## src/rtl/fsk_synth_pkg.sv

```systemverilog
// Shared types for the FSK tag waveform synthesizer.
// Assumes: nothing beyond IEEE 1800-2017 enums.
package fsk_synth_pkg;

    // Kind of subcarrier burst being emitted
    typedef enum logic [1:0] {
        SEG_FAST = 2'd0,   // six 8-sample cycles
        SEG_SLOW = 2'd1,   // five 10-sample cycles
        SEG_SEP  = 2'd2    // single 8-sample cycle before a group of data bits
    } seg_kind_t;

    // Position within the frame
    typedef enum logic [1:0] {
        ST_MARK  = 2'd0,
        ST_SEP   = 2'd1,
        ST_HALF0 = 2'd2,
        ST_HALF1 = 2'd3
    } stage_t;

endpackage

```

## src/rtl/fsk_burst_gen.sv

```systemverilog
// Subcarrier burst generator.
// Emits one sample per step for the burst kind selected by the sequencer.
// A burst is REP cycles of a DIV-sample pattern whose first HIGH samples are 1.
// Raises seg_done on the step that emits the last sample of a burst.
// Assumes: kind changes only when the counters are at zero (after seg_done or clear).
module fsk_burst_gen
    import fsk_synth_pkg::*;
#(
    parameter int DIV_FAST  = 8,
    parameter int HIGH_FAST = 2,
    parameter int REP_FAST  = 6,
    parameter int DIV_SLOW  = 10,
    parameter int HIGH_SLOW = 3,
    parameter int REP_SLOW  = 5,
    parameter int REP_SEP   = 1
) (
    input  logic      clk,
    input  logic      rst_n,
    input  logic      clear,
    input  logic      step,
    input  seg_kind_t kind,
    output logic      sample,
    output logic      seg_done
);

    localparam int MAX_DIV   = (DIV_FAST > DIV_SLOW) ? DIV_FAST : DIV_SLOW;
    localparam int MAX_REP_A = (REP_FAST > REP_SLOW) ? REP_FAST : REP_SLOW;
    localparam int MAX_REP   = (MAX_REP_A > REP_SEP) ? MAX_REP_A : REP_SEP;
    localparam int PH_W      = $clog2(MAX_DIV + 1);
    localparam int RP_W      = $clog2(MAX_REP + 1);

    logic [PH_W-1:0] phase;
    logic [RP_W-1:0] rep;
    logic [PH_W-1:0] period_m1;
    logic [PH_W-1:0] high_cnt;
    logic [RP_W-1:0] reps_m1;
    logic            phase_end;
    logic            burst_last;

    // Select the pattern geometry for the current burst kind
    always_comb begin
        case (kind)
            SEG_SLOW: begin
                period_m1 = PH_W'(DIV_SLOW - 1);
                high_cnt  = PH_W'(HIGH_SLOW);
                reps_m1   = RP_W'(REP_SLOW - 1);
            end
            SEG_SEP: begin
                period_m1 = PH_W'(DIV_FAST - 1);
                high_cnt  = PH_W'(HIGH_FAST);
                reps_m1   = RP_W'(REP_SEP - 1);
            end
            default: begin
                period_m1 = PH_W'(DIV_FAST - 1);
                high_cnt  = PH_W'(HIGH_FAST);
                reps_m1   = RP_W'(REP_FAST - 1);
            end
        endcase
    end

    // Sample value and end-of-burst decode
    always_comb begin
        sample     = (phase < high_cnt);
        phase_end  = (phase == period_m1);
        burst_last = phase_end && (rep == reps_m1);
        seg_done   = step && burst_last;
    end

    // Advance phase within a cycle and count cycles within the burst
    always_ff @(posedge clk) begin
        if (!rst_n || clear) begin
            phase <= '0;
            rep   <= '0;
        end else if (step) begin
            if (phase_end) begin
                phase <= '0;
                rep   <= burst_last ? '0 : rep + RP_W'(1);
            end else begin
                phase <= phase + PH_W'(1);
            end
        end
    end

    AST_PHASE_IN_PERIOD: assert property (@(posedge clk) disable iff (!rst_n)
        phase <= period_m1);
    AST_REP_IN_BURST: assert property (@(posedge clk) disable iff (!rst_n)
        rep <= reps_m1);

endmodule

```

## src/rtl/fsk_frame_seq.sv

```systemverilog
// Frame sequencer.
// Walks the start marker, then for each identifier bit (MSB first) an optional
// group separator and two Manchester half-bits. Tells the burst generator which
// burst kind to emit, and flags frame_wrap on the last step of the frame.
// Assumes: GROUP is a power of two; id_bits is stable within a frame.
module fsk_frame_seq
    import fsk_synth_pkg::*;
#(
    parameter int ID_W     = 44,
    parameter int GROUP    = 4,
    parameter int MARK_LEN = 8,
    // bit i set: marker half-bit i is a slow burst, else fast
    parameter logic [MARK_LEN-1:0] MARK_PAT = 8'b1011_1000
) (
    input  logic            clk,
    input  logic            rst_n,
    input  logic            clear,
    input  logic            seg_done,
    input  logic [ID_W-1:0] id_bits,
    output seg_kind_t       kind,
    output logic            frame_wrap
);

    localparam int IDX_W = $clog2(ID_W);
    localparam int MK_W  = $clog2(MARK_LEN);
    localparam int GRP_W = (GROUP > 1) ? $clog2(GROUP) : 1;
    localparam logic [IDX_W-1:0] TOP_IDX   = IDX_W'(ID_W - 1);
    localparam logic [MK_W-1:0]  MARK_LAST = MK_W'(MARK_LEN - 1);

    stage_t           stage;
    logic [MK_W-1:0]  mark_idx;
    logic [IDX_W-1:0] bit_idx;
    logic [IDX_W-1:0] nxt_idx;
    logic             cur_bit;

    // True when a separator precedes the bit at this index
    function automatic logic sep_before(input logic [IDX_W-1:0] idx);
        return idx[GRP_W-1:0] == GRP_W'(GROUP - 1);
    endfunction

    // Decode the current burst kind from the frame position
    always_comb begin
        cur_bit = id_bits[bit_idx];
        nxt_idx = bit_idx - IDX_W'(1);
        case (stage)
            ST_MARK:  kind = MARK_PAT[mark_idx] ? SEG_SLOW : SEG_FAST;
            ST_SEP:   kind = SEG_SEP;
            ST_HALF0: kind = cur_bit ? SEG_SLOW : SEG_FAST;
            default:  kind = cur_bit ? SEG_FAST : SEG_SLOW;
        endcase
        frame_wrap = seg_done && (stage == ST_HALF1) && (bit_idx == '0);
    end

    // Step to the next frame position at the end of each burst
    always_ff @(posedge clk) begin
        if (!rst_n || clear) begin
            stage    <= ST_MARK;
            mark_idx <= '0;
            bit_idx  <= TOP_IDX;
        end else if (seg_done) begin
            case (stage)
                ST_MARK: begin
                    if (mark_idx == MARK_LAST) begin
                        mark_idx <= '0;
                        bit_idx  <= TOP_IDX;
                        stage    <= sep_before(TOP_IDX) ? ST_SEP : ST_HALF0;
                    end else begin
                        mark_idx <= mark_idx + MK_W'(1);
                    end
                end
                ST_SEP:   stage <= ST_HALF0;
                ST_HALF0: stage <= ST_HALF1;
                default: begin
                    if (bit_idx == '0) begin
                        stage   <= ST_MARK;
                        bit_idx <= TOP_IDX;
                    end else begin
                        bit_idx <= nxt_idx;
                        stage   <= sep_before(nxt_idx) ? ST_SEP : ST_HALF0;
                    end
                end
            endcase
        end
    end

    AST_SEP_ON_GROUP_EDGE: assert property (@(posedge clk) disable iff (!rst_n)
        (stage == ST_SEP) |-> (bit_idx[GRP_W-1:0] == GRP_W'(GROUP - 1)));
    AST_WRAP_RESTARTS_MARKER: assert property (@(posedge clk) disable iff (!rst_n)
        frame_wrap |=> (stage == ST_MARK && mark_idx == '0));

endmodule

```

## src/rtl/fsk_id_hold.sv

```systemverilog
// Identifier double buffer.
// Captures a loaded identifier into a pending register and copies it into the
// active register only when the frame wraps or the block is idle.
// Assumes: take is asserted exactly at frame boundaries or while disabled.
module fsk_id_hold #(
    parameter int ID_W = 44
) (
    input  logic            clk,
    input  logic            rst_n,
    input  logic            load,
    input  logic [ID_W-1:0] id_in,
    input  logic            take,
    output logic [ID_W-1:0] active
);

    logic [ID_W-1:0] pending;

    // Capture new identifiers and promote them at frame boundaries
    always_ff @(posedge clk) begin
        if (!rst_n) begin
            pending <= '0;
            active  <= '0;
        end else begin
            if (load) pending <= id_in;
            if (take) active  <= pending;
        end
    end

    AST_ID_FROZEN_IN_FRAME: assert property (@(posedge clk) disable iff (!rst_n)
        !take |=> $stable(active));

endmodule

```

## src/rtl/fsk_tag_synth.sv

```systemverilog
// FSK proximity tag waveform synthesizer (top).
// Builds a repeating frame of marker, separators and Manchester-coded
// identifier bits out of fast and slow subcarrier bursts, one sample per strobe.
// Assumes: strobe is one clock wide per carrier cycle (back-to-back is allowed).
module fsk_tag_synth
    import fsk_synth_pkg::*;
#(
    parameter int ID_W = 44
) (
    input  logic            clk,
    input  logic            rst_n,
    input  logic            enable,
    input  logic            strobe,
    input  logic            id_load,
    input  logic [ID_W-1:0] id_value,
    output logic            wave
);

    logic            step;
    logic            idle;
    logic            sample;
    logic            seg_done;
    logic            frame_wrap;
    seg_kind_t       kind;
    logic [ID_W-1:0] active_id;

    // Qualify the carrier strobe with the enable
    always_comb begin
        step = enable && strobe;
        idle = !enable;
    end

    fsk_id_hold #(.ID_W(ID_W)) u_id (
        .clk    (clk),
        .rst_n  (rst_n),
        .load   (id_load),
        .id_in  (id_value),
        .take   (frame_wrap || idle),
        .active (active_id)
    );

    fsk_frame_seq #(.ID_W(ID_W)) u_seq (
        .clk        (clk),
        .rst_n      (rst_n),
        .clear      (idle),
        .seg_done   (seg_done),
        .id_bits    (active_id),
        .kind       (kind),
        .frame_wrap (frame_wrap)
    );

    fsk_burst_gen u_burst (
        .clk      (clk),
        .rst_n    (rst_n),
        .clear    (idle),
        .step     (step),
        .kind     (kind),
        .sample   (sample),
        .seg_done (seg_done)
    );

    // Register the output sample on each qualified strobe
    always_ff @(posedge clk) begin
        if (!rst_n || idle) begin
            wave <= 1'b0;
        end else if (step) begin
            wave <= sample;
        end
    end

    AST_QUIET_WHEN_OFF: assert property (@(posedge clk) disable iff (!rst_n)
        !enable |=> !wave);
    AST_HOLD_BETWEEN_STROBES: assert property (@(posedge clk) disable iff (!rst_n)
        (enable && !strobe) |=> $stable(wave));

endmodule

```

## config.mk

```make
export PLATFORM = sky130hd
export DESIGN_NAME = fsk_tag_synth
export DESIGN_NICKNAME = d
export VERILOG_FILES = /design/src/rtl/fsk_synth_pkg.sv /design/src/rtl/fsk_burst_gen.sv /design/src/rtl/fsk_frame_seq.sv /design/src/rtl/fsk_id_hold.sv /design/src/rtl/fsk_tag_synth.sv
export SDC_FILE = /design/constraint.sdc
export NUM_CORES = 1
export LEC_CHECK = 0
export BUFFER_PORTS_ARGS = -buffer_cell sky130_fd_sc_hd__buf_2
export CORE_ASPECT_RATIO = 2
export CORE_UTILIZATION = 25
export CTS_BUF_LIST = sky130_fd_sc_hd__clkbuf_4
export CTS_CLUSTER_DIAMETER = 80
export CTS_CLUSTER_SIZE = 8
export DETAILED_ROUTE_END_ITERATION = 16
export GPL_ROUTABILITY_DRIVEN = 0
export REMOVE_ABC_BUFFERS = 1
export SYNTH_ARGS = -nofsm -noshare
export SYNTH_HDL_FRONTEND = slang
export SYNTH_SLANG_ARGS = --single-unit
```

## constraint.sdc

```tcl
create_clock -name clk -period 5.3 [get_ports clk]
set_input_delay 0.265 -clock clk [delete_from_list [all_inputs] [get_ports clk]]
set_output_delay 0.265 -clock clk [all_outputs]
set_load 0.02 [all_outputs]
```

**Word-level counts from Yosys, hierarchy flattened**

Memory sizes are Yosys's and may differ from the RTL's. A register that Yosys moved wholly into a read port is not among the register bits.
Cells that the tools add are included.

- Add/sub/neg operators: 4
- Reduce and logical (&&, ||, !) cells: 16
- Equality and inequality tests: 10
- Mux-type cells: 22
- Order comparisons: 3
- Bitwise logic cells: 1

Operators with widths:

| kind | number |
|---|---|
| 3-bit 2-to-1 mux | 4 |
| 6-bit 2-to-1 mux | 2 |
| 2-bit one-hot mux with 3 select lines | 2 |
| 6-bit one-hot mux with 2 select lines | 1 |
| 2-bit == test (second input constant) | 4 |
| 4-bit 2-to-1 mux | 2 |
| 6-bit by 7-bit < comparator with 1-bit output (second input constant) | 1 |
| 3-bit by 1-bit adder with 3-bit output (second input constant) | 2 |
| 1-bit binary-select mux with 6-bit select | 1 |
| 6-bit zero test | 1 |
| 1-bit 2-to-1 mux | 6 |
| 2-bit 2-to-1 mux | 3 |
| 3-bit one-hot mux with 2 select lines | 1 |
| 2-bit AND reduction | 3 |
| 6-bit by 1-bit subtractor with 6-bit output (second input constant) | 1 |
| 1-bit logical AND | 5 |
| 4-bit by 1-bit adder with 4-bit output (second input constant) | 1 |
| 2-bit by 1-bit == test with 1-bit output (second input constant) | 2 |
| 4-bit == test | 1 |
| 3-bit by 4-bit < comparator with 1-bit output (second input constant) | 1 |
| 4-bit by 2-bit < comparator with 1-bit output | 1 |
| 3-bit == test | 1 |
| 3-bit == test (second input constant) | 1 |
| 3-bit AND reduction | 1 |
| 6 further kinds | 8 |

- Word-level logic and storage cells: 65
- Flip-flop bits (word level): 107
- Memories: 1
- Input bits: 49
- Output and inout bits: 1
- ROM bits: 8

Memories:

| memory | depth | bits a word | read ports | clocked after memory_dff | write ports | RTL line | source |
|---|---|---|---|---|---|---|---|
| (name not given) | 8 | 1 | 1 | 1 | 0 | fsk_frame_seq.sv:46 | `ST_MARK: kind = MARK_PAT[mark_idx] ? SEG_SLOW : SEG_FAST;` |

**Depth between registers and ports, before layout**

- Depth in word-level cells: 12
- Mapped depth: 15
- Depth with buffers taken out: 11

**Hierarchy**

From an unflattened synthesis, not the netlist that was laid out.

- Cell total of the unflattened synthesis: 457
- Area, all modules: 5,074.9 sq um

By module, submodules not included:

| module | times used | sequential area each (sq um) | area each (sq um) | cells each |
|---|---|---|---|---|
| fsk_id_hold | 1 | 1,761.7 | 3,420.8 | 283 |
| fsk_frame_seq | 1 | 240.2 | 1,133.6 | 119 |
| fsk_burst_gen | 1 | 140.1 | 465.4 | 48 |
| fsk_tag_synth | 1 | 20.0 | 55.1 | 7 |

**Worst setup path after synthesis**

Ideal clock, no wire load.

- Kind: reg2reg
- Start: register u_seq.bit_idx[0]
- End: register u_id.active[0]
- Stages on the path, launching flop included: 15
- Arrival time: 3.470 ns
- Setup time: 0.116 ns
- Data required time: 5.184 ns
- Buffers on the path: 3
- Path slack: 1.714 ns
- Clock period less this slack: 3.586 ns
- Path through: dfxtp_1 buf_6 mux4_2 mux2i_1 o22ai_1 or3_1 a32oi_1 ha_1 xor2_1 or3_1 o31ai_1 buf_4 buf_8 mux2i_1 nor2b_1

- Word-level cells in the longest chain between the ends: 12
- Elaborated cells on any way between the ends: 17
- Those cells by class: eq/ne (4); mux (7); reduce/logical (6)

RTL lines:

| element | RTL line | source |
|---|---|---|
| start, declared | fsk_frame_seq.sv:32 | `logic [IDX_W-1:0] bit_idx;` |
| start signal, assigned | fsk_frame_seq.sv:78 | `bit_idx <= nxt_idx;` |
| 1-bit binary-select mux with 6-bit select | fsk_frame_seq.sv:43 | `cur_bit = id_bits[bit_idx];` |
| 1-bit 2-to-1 mux (implied by the code) | fsk_frame_seq.sv:43 |  |
| 1-bit 2-to-1 mux, on equally long branches | fsk_frame_seq.sv:49, fsk_frame_seq.sv:48 |  |
| 2-bit one-hot mux with 3 select lines | fsk_frame_seq.sv:45 | `case (stage)` |
| 2-bit == test / 2-bit by 1-bit == test with 1-bit output (equally long branches) | fsk_burst_gen.sv:42 | `case (kind)` |
| 3-bit one-hot mux with 2 select lines / 4-bit 2-to-1 mux (equally long branches) | fsk_burst_gen.sv:42 |  |
| 3-bit == test / 4-bit == test (equally long branches) | fsk_burst_gen.sv:65, fsk_burst_gen.sv:64 |  |
| 1-bit logical AND | fsk_burst_gen.sv:65 | `burst_last = phase_end && (rep == reps_m1);` |
| 1-bit logical AND | fsk_burst_gen.sv:66 | `seg_done = step && burst_last;` |
| 1-bit logical AND | fsk_frame_seq.sv:51 | `frame_wrap = seg_done && (stage == ST_HALF1) && (bit_idx == '0);` |
| 1-bit logical AND (*) | fsk_frame_seq.sv:51 |  |
| 1-bit logical OR (*) | fsk_tag_synth.sv:38 | `.take (frame_wrap \|\| idle),` |
| end signal, assigned | fsk_id_hold.sv:25 | `if (take) active <= pending;` |
| end, declared | fsk_id_hold.sv:13 | `output logic [ID_W-1:0] active` |

Every way passes the cells marked *; elsewhere a longest branch is shown, timed or not. The select of a mux whose other input is x is not followed.
A chain may end at the register's enable or synchronous reset.

**Final worst setup path**

- Start: register u_seq.bit_idx[0]
- End: register u_id.active[21]

The elaborated chain is that of the path after synthesis.

==> impl_results.md <==
* Status: finished, final reports clean
* Number of synthesized flops with an enable pin at 0
* Nets at 570
* Ys async rst share at 0
* Max frequency at 0.237 GHz
* Die Ht at 201 um
* Hold Path Sink: u_id.pending[19]
* Congestion Overflow GR at 0
* Tmin final at 4.22 ns
* Post-synthesis sequential area ratio at 0.437
* Storage cell area at 2160 um2
* Synth Flop Type: dfxtp_1
* Crit. End Element: register
* Startpoint types: register
* Reg2reg start: u_seq.bit_idx[0]
* Detail Route Antenna Nets at 0
* Netlist cell types at 50
* H-tree Lvls at 3
* Initial antenna violation count at 1
* Initial Util at 0.255
* RSZ-0062 raised after global routing: no
* Max Slew Vio Count at 0
* Yosys warns at 0
* All-Layer GR Usage at 0.106
* Vias in the first global route at 3,470
* CP Max Fanout at 44
* Layout Area Growth over Synthesis at 15.4%
* Leak Pwr at 0.00242 uW
* #FFs+latches synth at 108
* DR iter-0 viols at 101
* Slew @ Worst Pin at 0.771 ns
* TritonCTS clock tree: done
* Required @ worst endpoint at 5.68 ns
* Max cap viols at 0
* Final period util at 0.797
* Final setup violation count at 0
* Design area at 5710 um2
* Pwr Density at 250 nW/um2
* Final Core Density at 0.295
* Via density at 4.32
* Synthesized instance count at 455
* Final wirelength at 10.1 mm
* CTS sink cnt at 108
* First-pass GRT wire length at 16.7 mm
* Largest net degree at the start of global routing at 92
* Area of the multi-input gates at 2600 um2
* Worst EP arrival at 4.60 ns
* Die area at 20,400 um2
* Hold path depth at 3
* Hold_sp: id_value[19]
* Worst-Skew Late Latency at 0.48 ns
* R2r worst-path depth at 12
* I/O pin cnt at 50
* Die W at 101 um
* Reg2reg end: u_id.active[21]
* Total CTS buffers at 9
* Slew HR at 0.486
* HP Class: input pin to register
* DRT Pass-1 Iters at 4
* Layout cells sized above 1 at 0.148
* Final hold viol count at 0
* Area of placed instances at 5410 um2
* CTS clk-pin slew, worst paths at 0.17 ns
* Hold slack final at 0.0364 ns
* CP Class: register to register
* Root Buffer: clkbuf_4
* Mapped Area at 4950 um2
* # resized after CTS at 0
* Max Clock Skew at 0.0286 ns
* Clock Tree Buf Depth at 2
* DRC violations left at 0
* Via count at 3,332
* Final cell count without fillers at 772
* R2R Setup Slk at 1.08 ns
* DP Cell Count at 740
* Rows at 72
* Fillers at 2,003
* Drt wl/cell at 13.1 um
* HPWL after DPL at 7.37 mm
* Total Power at 1430 uW
* Worst vdd ir at 0.0000928 V
* Synth Area per Inst at 10.9 um2
* Core footprint at 19,400 um2
* Port Buffers at 49
synth_stat cells (all sizes together), types with 2 or more instances:
cell / number / share of area
or3: 4 / 0.0051
or4: 2 / 0.0030
nand2: 12 / 0.0091
inv: 9 / 0.0068
clkbuf: 17 / 0.013
dfxtp: 108 / 0.44
ha: 14 / 0.035
nor2b: 91 / 0.12
o31ai: 6 / 0.0091
a21oi: 5 / 0.0051
nor3: 4 / 0.0040
nand2b: 5 / 0.0063
xor2: 5 / 0.0089
xnor2: 4 / 0.0071
buf: 10 / 0.020
a2111oi: 2 / 0.0035
nand3: 7 / 0.0071
nand4: 5 / 0.0076
mux2i: 100 / 0.20
mux4: 9 / 0.046
nor2: 12 / 0.0091
power breakdown:
part / internal (uW) / leakage [uW] / total [uW] / switching, uW
clock: 153 / 0.0000736 / 431 / 278
combinational: 74.6 / 0.00147 / 131 / 56.6
sequential: 845 / 0.000883 / 865 / 20.0
flip-flops by register name (all words and copies together) (netlist names), named ones only:
signal,count
u_id.active,44
u_id.pending,44
u_seq.bit_idx,6
u_seq.stage,2
u_burst.rep,3
u_seq.mark_idx,3
u_burst.phase,4
wave,1
worst max-delay path: stages (launching register included):
cell and delay, ns:
dfxtp_1 0.72, mux4_1 0.68, mux2i_1 0.16, o21bai_1 0.08
o311ai_0 0.44, a32oi_1 0.16, ha_1 0.34, xor2_1 0.15
or3_1 0.45, o31ai_4 0.29, buf_12 0.33, mux2i_1 0.23
nor2b_1 0.06
per-stage QoR:
step	TNS, ns	setup slack (ns)
final	0	1.08
after global routing	0	0.755
after CTS	0	1.04
after detailed placement	0	1.07
after global placement	0	1.15
after floorplan	-122.73	-2.79
cells in the final DEF (no fill, tap or decap), types with 6 or more instances in the layout:
master,instances
mux4_1,6
buf_2,49
inv_1,9
nor2b_1,91
nor2_1,12
nand3_1,7
mux2i_1,100
nand2_1,12
clkbuf_4,10
dfxtp_1,108
dlygate4sd3_1,15
ha_1,14
worst max-delay path by stage:
| stage | startpoint | to | slack, ns | cells past startpoint |
|---|---|---|---|---|
| 2_1_floorplan | u_seq.bit_idx[0] | u_id.active[0] | -2.79 | 11 |
| 3_3_place_gp | u_seq.bit_idx[0] | u_id.active[39] | 1.15 | 12 |
| 3_5_place_dp | u_seq.bit_idx[1] | u_id.active[26] | 1.07 | 12 |
| 4_1_cts | u_seq.bit_idx[1] | u_id.active[26] | 1.04 | 12 |
| 5_1_grt | u_seq.bit_idx[1] | u_id.active[11] | 0.76 | 12 |
| 6_report | u_seq.bit_idx[0] | u_id.active[21] | 1.08 | 12 |
per-layer routing:
metal | GRT usage | routed length, um | vias up
met3 | 0.0160 | 176 | 21
met4 | 0.0642 | 348 | 0
met1 | 0.111 | 4160 | 1576
met2 | 0.191 | 5400 | 45
li1 | - | - | 1690
met5 | 0 | 0 | -
final cells by class:
cell class,count,area share
multi-input combinational,311,0.456
clock inverter,6,0.0125
clock buffer,10,0.0131
inverter,9,0.00592
sequential,108,0.379
timing repair buffer,68,0.0767
tap,259,0.0568
antenna,1,0.000438
repair_timing:
action                                  4_1_cts  5_1_grt
endpoints found under the setup margin        0        0
hold endpoints to repair                     15        0
hold buffers                                 15        0
setup buffers                                 0        0
kinds of logic after synthesis:
group           share of synthesized area
fa+ha+maj                          0.0354
flops                               0.437
xor+xnor                           0.0159
simple gates                        0.179
compound gates                     0.0425
buf+inv                            0.0397
mux                                 0.250
No activity file was read; power rests on OpenSTA's default activity.
